### config.mk
export PLATFORM = sky130hd
export DESIGN_NAME = wake_smi_gen
export DESIGN_NICKNAME = d
export VERILOG_FILES = /design/src/rtl/wake_smi_pkg.sv /design/src/rtl/wake_sync.sv /design/src/rtl/wake_debounce.sv /design/src/rtl/wake_regs.sv /design/src/rtl/wake_smi_gen.sv
export SDC_FILE = /design/constraint.sdc
export NUM_CORES = 1
export LEC_CHECK = 0
export ABC_AREA = 1
export BUFFER_PORTS_ARGS = -buffer_cell sky130_fd_sc_hd__buf_2
export CORE_ASPECT_RATIO = 2
export CORE_UTILIZATION = 45
export CTS_CLUSTER_SIZE = 40
export DETAILED_ROUTE_END_ITERATION = 8
export PLACE_DENSITY = 0.67
export SETUP_SLACK_MARGIN = 0.05
export SYNTH_ARGS = -nofsm -noshare
export SYNTH_HDL_FRONTEND = slang
export SYNTH_HIERARCHICAL = 1
export SYNTH_SLANG_ARGS = --single-unit
### constraint.sdc
create_clock -name clk -period 1.6 [get_ports clk]
set_input_delay 0.08 -clock clk [delete_from_list [all_inputs] [get_ports clk]]
set_output_delay 0.08 -clock clk [all_outputs]
set_load 0.05 [all_outputs]
### src/rtl/wake_smi_pkg.sv
package wake_smi_pkg;
   localparam int REG_W  = 8;
   localparam int ADDR_W = 2;

   typedef enum logic [ADDR_W-1:0] {
      ADR_CTL   = 2'd0,
      ADR_POL   = 2'd1,
      ADR_SMIEN = 2'd2,
      ADR_DIR   = 2'd3
   } wake_addr_e;

   localparam int BIT_GPIO_EN = 0;
   localparam int BIT_PWR_EN  = 1;
   localparam int BIT_STATUS  = 7;
endpackage

### src/rtl/wake_sync.sv
module wake_sync #(
   parameter int WIDTH  = 1,
   parameter int STAGES = 2
) (
   input  logic             clk,
   input  logic             rst_n,
   input  logic [WIDTH-1:0] d_i,
   output logic [WIDTH-1:0] q_o
);
   if (STAGES < 2) begin : g_bad
      $error("wake_sync needs at least two stages");
   end

   logic [WIDTH-1:0] stage_q [STAGES];

   for (genvar s = 0; s < STAGES; s++) begin : g_stage
      always_ff @(posedge clk or negedge rst_n) begin
         if (!rst_n)
            stage_q[s] <= '0;
         else if (s == 0)
            stage_q[s] <= d_i;
         else
            stage_q[s] <= stage_q[(s == 0) ? 0 : s-1];
      end
   end

   assign q_o = stage_q[STAGES-1];
endmodule

### src/rtl/wake_debounce.sv
module wake_debounce #(
   parameter int DEB_TICKS = 1
) (
   input  logic clk,
   input  logic rst_n,
   input  logic tick_i,
   input  logic raw_i,
   output logic level_o,
   output logic rise_o
);
   localparam int CNT_W = (DEB_TICKS > 1) ? $clog2(DEB_TICKS) : 1;
   localparam logic [CNT_W-1:0] LAST = CNT_W'(DEB_TICKS - 1);

   if (DEB_TICKS < 1) begin : g_bad
      $error("DEB_TICKS must be at least 1");
   end

   logic             cand_q;
   logic [CNT_W-1:0] cnt_q;

   always_ff @(posedge clk or negedge rst_n) begin
      if (!rst_n) begin
         cand_q  <= 1'b0;
         cnt_q   <= '0;
         level_o <= 1'b0;
         rise_o  <= 1'b0;
      end else begin
         rise_o <= 1'b0;
         if (raw_i != cand_q) begin
            cand_q <= raw_i;
            cnt_q  <= '0;
         end else if (tick_i && (cand_q != level_o)) begin
            if (cnt_q == LAST) begin
               level_o <= cand_q;
               rise_o  <= cand_q;
               cnt_q   <= '0;
            end else begin
               cnt_q <= cnt_q + 1'b1;
            end
         end
      end
   end
endmodule

### src/rtl/wake_regs.sv
module wake_regs
   import wake_smi_pkg::*;
#(
   parameter int NPIN = 3
) (
   input  logic              clk,
   input  logic              rst_n,
   input  logic              wr_i,
   input  logic [ADDR_W-1:0] addr_i,
   input  logic [REG_W-1:0]  wdata_i,
   output logic [REG_W-1:0]  rdata_o,
   input  logic [NPIN-1:0]   evt_i,
   output logic [NPIN-1:0]   pol_o,
   output logic [NPIN-1:0]   smi_en_o,
   output logic [NPIN-1:0]   dir_o,
   output logic              gpio_en_o,
   output logic              pwr_en_o,
   output logic              status_o
);
   logic clr_req;
   assign clr_req = wr_i && (addr_i == ADR_CTL) && wdata_i[BIT_STATUS];

   always_ff @(posedge clk or negedge rst_n) begin
      if (!rst_n) begin
         pol_o     <= '0;
         smi_en_o  <= '0;
         dir_o     <= '0;
         gpio_en_o <= 1'b0;
         pwr_en_o  <= 1'b0;
      end else if (wr_i) begin
         unique case (addr_i)
            ADR_CTL: begin
               gpio_en_o <= wdata_i[BIT_GPIO_EN];
               pwr_en_o  <= wdata_i[BIT_PWR_EN];
            end
            ADR_POL:   pol_o    <= wdata_i[NPIN-1:0];
            ADR_SMIEN: smi_en_o <= wdata_i[NPIN-1:0];
            ADR_DIR:   dir_o    <= wdata_i[NPIN-1:0];
            default: ;
         endcase
      end
   end

   // a new event wins over a clear in the same cycle
   always_ff @(posedge clk or negedge rst_n) begin
      if (!rst_n)
         status_o <= 1'b0;
      else if (|evt_i)
         status_o <= 1'b1;
      else if (clr_req)
         status_o <= 1'b0;
   end

   always_comb begin
      rdata_o = '0;
      unique case (addr_i)
         ADR_CTL: begin
            rdata_o[BIT_GPIO_EN] = gpio_en_o;
            rdata_o[BIT_PWR_EN]  = pwr_en_o;
            rdata_o[BIT_STATUS]  = status_o;
         end
         ADR_POL:   rdata_o[NPIN-1:0] = pol_o;
         ADR_SMIEN: rdata_o[NPIN-1:0] = smi_en_o;
         ADR_DIR:   rdata_o[NPIN-1:0] = dir_o;
         default: ;
      endcase
   end
endmodule

### src/rtl/wake_smi_gen.sv
module wake_smi_gen
   import wake_smi_pkg::*;
#(
   parameter int NPIN        = 3,
   parameter int SYNC_STAGES = 2,
   parameter int DEB_TICKS   = 1
) (
   input  logic              clk,
   input  logic              rst_n,
   input  logic              tick_i,
   input  logic [NPIN-1:0]   wake_pin_i,
   input  logic              gpio_evt_i,
   input  logic              pwrup_req_i,
   input  logic              reg_wr_i,
   input  logic [ADDR_W-1:0] reg_addr_i,
   input  logic [REG_W-1:0]  reg_wdata_i,
   output logic [REG_W-1:0]  reg_rdata_o,
   output logic              smi_o,
   output logic              sci_o
);
   if (NPIN < 1 || NPIN > REG_W) begin : g_bad_npin
      $error("NPIN must lie in 1..REG_W");
   end

   logic [NPIN-1:0] pin_sync, pin_corr, deb_lvl, deb_rise, evt;
   logic [NPIN-1:0] pol_q, smi_en, dir_q;
   logic            gpio_en, pwr_en, status;

   wake_sync #(.WIDTH(NPIN), .STAGES(SYNC_STAGES)) sync_i (
      .clk(clk), .rst_n(rst_n), .d_i(wake_pin_i), .q_o(pin_sync)
   );

   assign pin_corr = pin_sync ^ pol_q;

   for (genvar p = 0; p < NPIN; p++) begin : g_pin
      wake_debounce #(.DEB_TICKS(DEB_TICKS)) deb_i (
         .clk(clk), .rst_n(rst_n), .tick_i(tick_i), .raw_i(pin_corr[p]),
         .level_o(deb_lvl[p]), .rise_o(deb_rise[p])
      );
      assign evt[p] = deb_rise[p] & smi_en[p] & ~dir_q[p];
   end

   wake_regs #(.NPIN(NPIN)) regs_i (
      .clk(clk), .rst_n(rst_n), .wr_i(reg_wr_i), .addr_i(reg_addr_i),
      .wdata_i(reg_wdata_i), .rdata_o(reg_rdata_o), .evt_i(evt),
      .pol_o(pol_q), .smi_en_o(smi_en), .dir_o(dir_q),
      .gpio_en_o(gpio_en), .pwr_en_o(pwr_en), .status_o(status)
   );

   assign smi_o = status;
   assign sci_o = (gpio_en & gpio_evt_i) | (pwr_en & pwrup_req_i);
endmodule

After elaboration in Yosys (flattened, before gate mapping) --
Index checks and enable logic that the tools add are counted.
Storage, ports and cells: input port bits 19, flip-flop bits (word level) 30
Cells by class: add/sub/neg operators 3, reductions and logical operators 18, mux-type cells 23, equality and inequality tests 9, bitwise operators 19
Operators by type and width (count):
- 2-to-1 mux 1 bit | 21
- inverter 1 bit | 9
- AND reduction 3 bit | 3
- AND 1 bit | 8
- case mux 2 bit (4 select lines) | 1
- AND reduction 2 bit | 4
- nonzero test 2 bit | 4
- inequality test 1 bit | 6
- logical AND 1 bit | 5
- == test 2 bit, second input constant | 2
- adder 1 bit, second input constant | 3
- case mux 1 bit (3 select lines) | 1
- OR reduction 3 bit | 1
- bitwise XOR 3 bit | 1
- == test 2 x 1 -> 1 bit, second input constant | 1
- logical NOT 2 bit | 1
- OR 1 bit | 1

Depth between registers and ports, before layout --
Gate-level depths: netlist of the first run.
depth in word-level cells 5, gate-level depth with buffers 8, mapped depth without buffers 7

Modules after synthesis --
The synthesis of the first run kept the hierarchy.
By module, submodules not included:
- wake_regs | cells an instance 70, instances 1, area each 628.1 µm²
- wake_debounce | cells an instance 11, instances 3, area each 107.6 µm²
- wake_sync | cells an instance 9, instances 1, area each 172.7 µm²
- wake_smi_gen | cells an instance 24, instances 1, area each 90.1 µm²

Worst setup path before layout of the first run --
Ideal clock, no wire load.
kind register to output, from register regs_i.status_o, to output reg_rdata_o[7], data required time 1520 ps, stages on the path, launching flop included 2, setup slack -324 ps, data arrival time 1844 ps, cells stage by stage dfrtp_1 -> nor3b_1
Between the ends: word-level cells in the longest chain between the ends 1
Ends and longest elaborated chain:
- start: declaration | line wake_regs.sv:18 | output logic status_o
- start signal: assignment | line wake_regs.sv:47 | status_o <= 1'b0;
- start signal: assignment | line wake_regs.sv:49 | status_o <= 1'b1;
- start signal: assignment | line wake_regs.sv:51 | status_o <= 1'b0;
- 2-to-1 mux 1 bit | line wake_regs.sv:56 | unique case (addr_i)
- end: declaration | line wake_smi_gen.sv:17 | output logic [REG_W-1:0] reg_rdata_o,
Every way passes these cells.

Final worst setup path of the first run --
from register regs_i.pol_o[1], to output reg_rdata_o[1]
Between the ends: word-level cells in the longest chain between the ends 1
Ends and longest elaborated chain:
- start: declaration | line wake_regs.sv:13 | output logic [NPIN-1:0] pol_o,
- start signal: assignment | line wake_regs.sv:36 | ADR_POL: pol_o <= wdata_i[NPIN-1:0];
- case mux 2 bit (4 select lines) | line wake_regs.sv:56
Every way passes these cells.

==> results.tsv, run 1 <==
metric	value	unit
via count	881	
top post-synthesis cells by area	dfrtp_1 (56%), nand2_1 (12%), buf_4 (4.9%), inv_1 (4.9%), nand3_1 (4.5%)	
Synth Area in XOR/XNOR	0	%
Fin. Hold Viols	0	
die width	38.7	um
Vias/cell	4.81	
leakage	0.731	nW
Final Non-Filler Cells	183	
hold crit path type	in2reg	
Main synth FF type	dfrtp_1	
diodes inserted	0	
Slew @ Worst Pin	0.582	ns
Cell Area, Placed	1280	um2
vias in the first global route	795	
crit-path cells	nand3_1 -> nand4_1 -> buf_2	
status	finished, final reports clean	
crit path kind	reg2out	
largest family of logic cells by synthesized area	simple AND/OR/NAND/NOR gates	
Layout Nets	175	
area share of fa/ha/maj cells after synthesis	0	%
Worst Path Buf+Inv	1	
H-tree depth	1	
simple-gate share of the synthesized area	27.4	%
DIE HEIGHT	75.4	um
IO Port Bufs	20	
Crit path required time	1.52	ns
drt wl/cell	11.2	um
Die ar.	2920	um2
mapped cell area	1210	um2
post-CTS resize count	0	
Syn-to-layout area delta	12.7	%
Seq/Total Area, Yosys	55.7	%
Top Ports	29	
cell with the most instances after synthesis	nand2_1	
Slew headroom	61.2	%
maximum vdd drop	520	uV
setup bufs post-CTS	0	
Initial Utilization	47.2	%
Pins Over Slew Limit	0	
placer congestion estimate	0.619	
initial drt markers	11	
Seq cells post-synth	27	
global-route wire length before repair	3180	um
Critical Path AT	1.12	ns
Pwr Density	1210	nW/um2
mux cell area share after synthesis	0	%
GRT Total Usage	15.9	%
Avg Cell Area, Syn	8.92	um2
CTS Sinks	27	
number of synthesized flops with an enable pin	0	
Fin Hold WS	0.0967	ns
share of layout cells above drive strength 1	19.4	%
Worst-Skew Late Latency	0.26	ns
row cnt	26	
Max clock buf depth	2	
Std-Cell Core Area	2570	um2
ys async rst share	100	%
Synth Area in Compound Gates	4.54	%
top cell type by total area after synthesis	dfrtp_1	
Routed Antenna Nets	0	
CTS Buf Count	3	
R2R Path Start	regs_i/pol_o[2]	
total grt overflow	0	
Clock Tree Root	clkbuf_8	
fmax	837	MHz
Routed WL	2060	um
post-DP HPWL	1620	um
Detailed Routing Iterations Pass 1	4	
Post-synth top cells	nand2_1 (39), dfrtp_1 (27), inv_1 (16), nand3_1 (11), o21ai_1 (11)	
Crit path max-delay family	flip-flops	
total setup violations reported at the end of the flow	0	
Fin Setup TNS	0	ns
Worst Setup Start Kind	flip-flop	
Cell variety after synth	17	
RSZ-0062 raised after global routing	no	
largest net degree at the start of global routing	28	
hold_sp	reg_wdata_i[2]	
DRC violations left	0	
post-place setup slack	0.600	ns
Syn Inst Count	136	
crit path max-delay cell type	dfrtp_1	
clock skew	0.00198	ns
Max Cap Violations	0	
Crit. End Element	output port	
Slowest Stage Delay on Critical Path	0.40	ns
Final WS setup	0.405	ns
CTS clk-pin slew, worst paths	0.08	ns
Final Cell Area	1370	um2
first element of the critical path	regs_i/pol_o[1]	
Max FO, Critical Path	4	
Synth top area share	55.7	%
Final min period	1.20	ns
synth warn	6	
Inst Count DP	175	
CTS tree	done	
initial antenna violation count	0	
Final Cycle Share	74.7	%
area by class of cell:
| class | instances | area [um2] |
|---|---|---|
| sequential | 27 | 676 |
| timing repair buffer | 24 | 140 |
| fill | 251 | 1200 |
| inverter | 17 | 63.8 |
| tap | 28 | 35.0 |
| clock buffer | 4 | 45.0 |
| multi-input combinational | 83 | 408 |
metal layers:
layer  vias to the layer above  track usage [%]  share of wire, %
met5                         -                0                 0
met4                         0             9.20               1.4
met3                         2             2.62               2.5
met2                        16             29.8                58
met1                       409             15.1                38
li1                        454                -                 -
worst reg2reg max path: stages (launching register included):
cell and delay [ns]:
dfrtp_1 0.42, nand2_1 0.09, nand2_1 0.09, nor2_1 0.09, nand2_1 0.05, nand2_1 0.05
nand2_1 0.04
power breakdown:
| part | internal (mW) | switching [mW] | total, mW | leakage (nW) |
|---|---|---|---|---|
| Combinational | 0.124 | 0.289 | 0.412 | 0.374 |
| Clock | 0.178 | 0.186 | 0.363 | 0.0228 |
| Sequential | 0.800 | 0.0758 | 0.876 | 0.334 |
worst paths after layout:
| check | end | slack [ns] | depth (start not counted) |
|---|---|---|---|
| setup / recovery | reg_rdata_o[1] | 0.40 | 3 |
| hold / removal | regs_i/dir_o[2] | 0.1 | 3 |
| setup reg to reg | g_pin[2].deb_i/level_o | 0.66 | 6 |
| hold reg to reg | sync_i/q_o[1] | 0.35 | 0 |
| max in group asynchronous | regs_i/dir_o[2] | 0.88 | 2 |
| min in group asynchronous | regs_i/pwr_en_o | 0.34 | 2 |
per-stage QoR:
stage	total power, mW	util [%]
2_1_floorplan	1.21	-
3_3_place_gp	1.28	49.9
3_5_place_dp	1.30	49.9
4_1_cts	1.68	53.2
5_1_grt	1.76	53.2
6_report	1.65	53.2
sequential cells by signal, summed over array words and instances, names as in the netlist:
name	cells
sync_i/stage_q	3
regs_i/pwr_en_o	1
regs_i/pol_o	3
g_pin.deb_i/cand_q	3
g_pin.deb_i/rise_o	3
regs_i/dir_o	3
sync_i/q_o	3
g_pin.deb_i/level_o	3
regs_i/smi_en_o	3
regs_i/gpio_en_o	1
regs_i/status_o	1
cells by family after synthesis:
logic type	Yosys count
AO/OA/AOI/OAI	11
buffers and inverters	29
flip-flops	27
other	1
AND/OR/NAND/NOR	68
cell usage in the layout (no fill, tap or decap):
cell,instances
inv_2,1
nor3_1,1
nand2_1,39
dfrtp_1,27
inv_1,16
nor2_2,1
o21ai_1,11
nor3b_2,1
nand2_2,1
nor2_1,6
nand4_1,5
nand3_1,11
dlygate4sd3_1,4
clkbuf_8,3
nand3_4,3
clkbuf_1,1
buf_2,20
conb_1,4
what timing repair did:
action	4_1_cts	5_1_grt
hold buffers	4	0
endpoints found under the setup margin	0	0
endpoints found under the hold margin	30	0
(Power assumes the default switching activity.)
==> inputs of run 2 (changes only) <==
ABC_AREA = 0   (was 1)
clock period = 1.2 ns   (was 1.6 ns; I/O delays follow)
==> run 2 against run 1 <==
Effect of this change:
- the flow now finishes with violations (setup timing)
- area after synthesis down 1.9%
- synthesized cell count down 40%
- total power up 48%
- combinational power up 85%
- global-route usage up 0.23 points
- largest power group unchanged
==> results.tsv, run 2 <==
metric	value	unit	change
status	finished with violations		was finished, final reports clean
failing checks	setup timing		
Syn Inst Count	82		was 136
total setup violations reported at the end of the flow	4		was 0
Final WS setup	-0.167	ns	was 0.405 ns
global-route wire length before repair	3100	um	was 3180 um
CTS Sinks	27		unchanged
synth warn	6		unchanged
drt wl/cell	14.6	um	was 11.2 um
leakage	0.674	nW	was 0.731 nW
Syn-to-layout area delta	22.1	%	was 12.7%
total grt overflow	0		unchanged
Multi-input gate area	493	um2	was 408 um2
GRT Total Usage	16.2	%	was 15.9%
Std-Cell Core Area	2540	um2	was 2570 um2
Main synth FF type	dfrtp_1		unchanged
maximum vdd drop	954	uV	was 520 uV
fmax	732	MHz	
Post-synth top cells	dfrtp_1 (27), mux2_2 (11), buf_4 (7), a22o_1 (4)		was nand2_1 (39), dfrtp_1 (27), inv_1 (16), nand3_1 (11), o21ai_1 (11)
vias in the first global route	730		was 795
CTS clk-pin slew, worst paths	0.08	ns	about the same
Slew headroom	61.4	%	was 61.2%
Crit path max-delay family	multiplexers		was flip-flops
Final min period	1.37	ns	
Top Ports	29		unchanged
CTS tree	done		unchanged
initial drt markers	5		was 11
Max FO, Critical Path	3		was 4
Detailed Routing Iterations Pass 1	3		was 4
crit path max-delay cell type	mux4_2		was dfrtp_1
post-DP HPWL	1370	um	was 1620 um
largest net degree at the start of global routing	28		unchanged
share of layout cells above drive strength 1	46.2	%	was 19.4%
H-tree depth	1		unchanged
row cnt	26		unchanged
Initial Utilization	46.9	%	was 47.2%
Cell variety after synth	21		was 17
Worst-Skew Late Latency	0.26	ns	about the same
Seq cells post-synth	27		unchanged
placer congestion estimate	0.655		was 0.619
Clock Tree Root	clkbuf_8		unchanged
most frequent cells in the layout	dfrtp_1 (27), buf_2 (15), mux2_2 (11)		was nand2_1 (39), dfrtp_1 (27), buf_2 (20)
crit-path cells	mux4_2 -> buf_6		was nand3_1 -> nand4_1 -> buf_2
Fin Hold WS	0.0539	ns	was 0.0967 ns
Max clock buf depth	2		unchanged
Pins Over Slew Limit	0		unchanged
Worst Setup Start Kind	flip-flop		unchanged
Synth top area share	56.7	%	was 55.7%
die width	38.4	um	was 38.7 um
number of synthesized flops with an enable pin	0		unchanged
Cell Area, Placed	1260	um2	was 1280 um2
CTS Buf Count	3		unchanged
diodes inserted	0		unchanged
commonest non-fill, non-tap cell in the layout	dfrtp_1		was nand2_1
Seq/Total Area, Yosys	56.7	%	was 55.7%
RSZ-0062 raised after global routing	yes		was no
via count	689		was 881
top post-synthesis cells by area	dfrtp_1 (57%), mux2_2 (10%), buf_4 (4.4%), mux4_1 (4.4%), a22o_1 (2.9%)		was dfrtp_1 (56%), nand2_1 (12%), buf_4 (4.9%), inv_1 (4.9%), nand3_1 (4.5%)
Final Cell Area	1450	um2	was 1370 um2
Max Cap Violations	0		unchanged
Crit. End Element	output port		unchanged
Fin. Hold Viols	0		unchanged
hold crit path type	in2reg		unchanged
clock skew	0.00161	ns	was 0.00198 ns
Crit path required time	1.14	ns	was 1.52 ns
Slowest Stage Delay on Critical Path	0.47	ns	was 0.40 ns
Vias/cell	5.22		was 4.81
mapped cell area	1190	um2	was 1210 um2
Slew @ Worst Pin	0.579	ns	was 0.582 ns
sequential cell area	676	um2	unchanged
Pwr Density	1680	nW/um2	was 1210 nW/um2
Die ar.	2870	um2	was 2920 um2
post-place setup slack	0.0753	ns	was 0.600 ns
initial antenna violation count	0		unchanged
DRC violations left	0		unchanged
cell with the most instances after synthesis	dfrtp_1		was nand2_1
IO Port Bufs	20		unchanged
Worst Path Buf+Inv	1		unchanged
Critical Path AT	1.31	ns	was 1.12 ns
Routed WL	1930	um	was 2060 um
top cell type by total area after synthesis	dfrtp_1		unchanged
fillers	221		was 251
crit path kind	reg2out		unchanged
Final Cycle Share	114	%	
DIE HEIGHT	74.8	um	was 75.4 um
Routed Antenna Nets	0		unchanged
ys async rst share	100	%	unchanged
Avg Cell Area, Syn	14.5	um2	was 8.92 um2
Layout Nets	124		was 175
-- run 2: cell count changes after synthesis, moves of 4 or more --
cell	previous run	this run
nand3_1	11	1
nand4_1	5	0
o21ai_1	11	0
nor2_1	6	0
nand2_1	39	1
mux2_2	0	11
a22o_1	0	4
inv_1	16	0
-- run 2: layout make-up --
class | instances | share of cell area [%]
Sequential cell | 27 | 46.5
Multi-Input combinational cell | 46 | 33.9
Timing Repair Buffer | 27 | 14.1
Clock buffer | 4 | 3.10
Tap cell | 28 | 2.41
-- run 2: cells by family after synthesis --
family	share of synthesized area, %
mux	16.5
simple gates	11.2
other cells	0.315
xor+xnor	2.21
compound gates	5.78
flops	56.7
buf+inv	7.25
-- run 2: timing repair --
action | in CTS | in global routing
gates resized for setup | 12 | 6
endpoints found under the setup margin | 5 | 8
hold endpoints to repair | 30 | 0
buffers inserted | 3 | 0
pin swaps | 1 | 1
hold buffers | 4 | 0
-- run 2: per-stage QoR --
| stage | total power, mW | utilization (%) | cells | TNS (ns) |
|---|---|---|---|---|
| after floorplan | 1.71 | - | 85 | -0.0616 |
| after global placement | 1.81 | 49.6 | 121 | 0 |
| after detailed placement | 1.83 | 49.6 | 121 | 0 |
| after CTS | 2.44 | 55.7 | 132 | -0.367 |
| after global routing | 2.58 | 57.3 | 132 | -0.582 |
| final | 2.44 | 57.3 | 132 | -0.338 |
-- run 2: final timing paths --
kind | from | to | slack [ns] | cells past startpoint
hold / removal | reg_wdata_i[2] | regs_i/pol_o[2] | 0.05 | 2
setup / recovery | regs_i/smi_en_o[0] | reg_rdata_o[0] | -0.17 | 2
hold reg to reg | sync_i/stage_q[4] | sync_i/q_o[1] | 0.36 | 0
max in group asynchronous | rst_n | g_pin[2].deb_i/rise_o | 0.50 | 2
min in group asynchronous | rst_n | g_pin[0].deb_i/level_o | 0.32 | 2
setup reg to reg | regs_i/pol_o[1] | g_pin[1].deb_i/level_o | -0.01 | 4
-- run 2: power by group --
group	leakage [nW]	total, mW	switching, mW	internal, mW
sequential	0.321	1.19	0.114	1.08
clock	0.0228	0.488	0.250	0.237
combinational	0.330	0.761	0.394	0.367
-- run 2: worst reg2reg max path: stages (launching register included) --
cell     delay, ns
dfrtp_1       0.40
buf_6         0.14
xor2_4        0.18
a21o_1        0.16
a22o_1        0.22
-- run 2: routing by layer --
layer  wire (um)  vias up  global-route usage [%]
li1            -      324                       -
met1         730      342                    16.7
met2        1100       19                    29.2
met3          63        4                    2.65
met4          36        0                    9.20
met5           0        -                       0
==> inputs of run 3 (changes only) <==
CORE_MARGIN = 5   (was unset)
SETUP_SLACK_MARGIN = unset   (was 0.05)
==> run 3 against run 2 <==
Effect of this change:
- the run still ends with setup timing left
- routed wire length grew 7.3%
- sequential share of layout area grew 0.48 points
- via count grew 0.58%
- largest power group unchanged
==> results.tsv, run 3 (synthesis results as in run 2) <==
metric	value	unit	change
Psw	0.754	mW	was 0.758 mW
Worst Setup Start Kind	flip-flop		unchanged
global routing's busiest layer	met2		unchanged
r2r worst-path depth	4		unchanged
RSZ-0062 raised after global routing	yes		unchanged
sequential share of power	48.8	%	was 48.9%
H-tree depth	1		unchanged
Final Cell Area	1440	um2	was 1450 um2
maximum vdd drop	989	uV	was 954 uV
initial drt markers	7		was 5
placer congestion estimate	0.793		was 0.655
Max clock buf depth	2		unchanged
largest net degree at the start of global routing	28		unchanged
commonest non-fill, non-tap cell in the layout	dfrtp_1		unchanged
Final WS setup	-0.161	ns	was -0.167 ns
Final Cycle Share	113	%	was 114%
fmax	735	MHz	was 732 MHz
GRT met1 Usage	14.4	%	was 16.7%
sw frac	31.0	%	about the same
most frequent cells in the layout	dfrtp_1 (27), buf_2 (15), mux2_2 (11)		unchanged
clock network fraction of design power	20.0	%	about the same
total setup violations reported at the end of the flow	3		was 4
Cell Area, Placed	1270	um2	was 1260 um2
Vias/cell	5.21		was 5.22
Final min period	1.36	ns	was 1.37 ns
crit-path cells	mux4_2 -> buf_6		unchanged
leakage	0.674	nW	about the same
Routed Antenna Nets	0		unchanged
fillers	222		was 221
total grt overflow	0		unchanged
crit path kind	reg2out		unchanged
vias in the first global route	768		was 730
post-DP HPWL	1550	um	was 1370 um
Std-Cell Core Area	2540	um2	unchanged
final total power	2.43	mW	was 2.44 mW
share of layout cells above drive strength 1	45.7	%	was 46.2%
Pins Over Slew Limit	0		unchanged
global-route wire length before repair	3490	um	was 3100 um
Routed WL	2070	um	was 1930 um
Syn-to-layout area delta	20.8	%	was 22.1%
die width	46.4	um	was 38.4 um
Detailed Routing Iterations Pass 1	4		was 3
CP Depth	2		unchanged
Worst-Skew Late Latency	0.26	ns	about the same
Multi-input gate area	474	um2	was 493 um2
Crit. End Element	output port		unchanged
initial antenna violation count	0		unchanged
met2 usage	22.5	%	was 29.2%
GRT Total Usage	12.9	%	was 16.2%
power share of the combinational group	31.1	%	was 31.2%
Crit path max-delay family	multiplexers		unchanged
CTS Sinks	27		unchanged
Slew headroom	61.7	%	was 61.4%
drt wl/cell	15.6	um	was 14.6 um
Clock Tree Root	clkbuf_8		unchanged
DRC violations left	0		unchanged
Max FO, Critical Path	3		unchanged
hold crit path type	in2reg		unchanged
Hold Path Depth	2		unchanged
CTS tree	done		unchanged
clock skew	0.00289	ns	was 0.00161 ns
Initial Utilization	46.9	%	unchanged
Critical Path AT	1.30	ns	was 1.31 ns
diodes inserted	0		unchanged
status	finished with violations		unchanged
P_int	1.68	mW	about the same
Worst Path Buf+Inv	1		unchanged
crit path max-delay cell type	mux4_2		unchanged
failing checks	setup timing		unchanged
sequential cell area	676	um2	unchanged
Layout Utilization	56.7	%	was 57.3%
Slew @ Worst Pin	0.575	ns	was 0.579 ns
CTS Buf Count	3		unchanged
Fin Setup TNS	-0.355	ns	was -0.338 ns
Die ar.	3840	um2	was 2870 um2
Layout Nets	125		was 124
routing usage on met3	1.95	%	was 2.65%
CTS clk-pin slew, worst paths	0.08	ns	about the same
Max Cap Violations	0		unchanged
Pwr Density	1690	nW/um2	was 1680 nW/um2
Slowest Stage Delay on Critical Path	0.47	ns	about the same
via count	693		was 689
Fin Hold WS	0.0538	ns	was 0.0539 ns
row cnt	26		unchanged
DIE HEIGHT	82.8	um	was 74.8 um
Crit path required time	1.14	ns	about the same
IO Port Bufs	20		unchanged
Top Ports	29		unchanged
Fin. Hold Viols	0		unchanged
[run 3: worst paths after layout]
kind | start | to | slack (ns)
max | regs_i/smi_en_o[1] | reg_rdata_o[1] | -0.16
min | reg_wdata_i[2] | regs_i/dir_o[2] | 0.05
max reg2reg | regs_i/pol_o[1] | g_pin[1].deb_i/level_o | 0
min reg2reg | sync_i/stage_q[3] | sync_i/q_o[0] | 0.35
max in group asynchronous | rst_n | regs_i/smi_en_o[1] | 0.50
min in group asynchronous | rst_n | sync_i/q_o[2] | 0.32
[run 3: metrics by stage]
stage	instances	setup WS [ns]
after CTS	132	-0.181
after floorplan	85	-0.0616
after global placement	122	0.0502
after global routing	133	-0.216
after detailed placement	122	0.0424
final	133	-0.161
[run 3: final cells by class]
| class | count | share of cell area [%] |
|---|---|---|
| flip-flops and latches | 27 | 47.0 |
| well taps | 28 | 2.43 |
| repair buffers | 28 | 14.5 |
| multi-input cells | 46 | 33.0 |
| clock buffers | 4 | 3.13 |
[run 3: power by group through the flow]
stage	Combinational, mW	Sequential [mW]	Clock [mW]
after floorplan	0.474	1.23	0
after global placement	0.622	1.19	0
final	0.757	1.19	0.488
after CTS	0.722	1.19	0.509
after global routing	0.809	1.22	0.553
after detailed placement	0.638	1.21	0
[run 3: routing by layer]
metal,vias up,part of all wire [%]
met3,5,5.3
met4,0,2.4
met5,-,0
met1,342,36
li1,325,-
met2,21,56
[run 3: what timing repair did]
| action | CTS | global route |
|---|---|---|
| setup endpoints to repair | 4 | 7 |
| hold endpoints to repair | 30 | 0 |
| gates resized for setup | 11 | 7 |
| hold buffers | 4 | 0 |
| setup buffers | 2 | 2 |
| cloned | 0 | 0 |
| pin swaps | 1 | 3 |
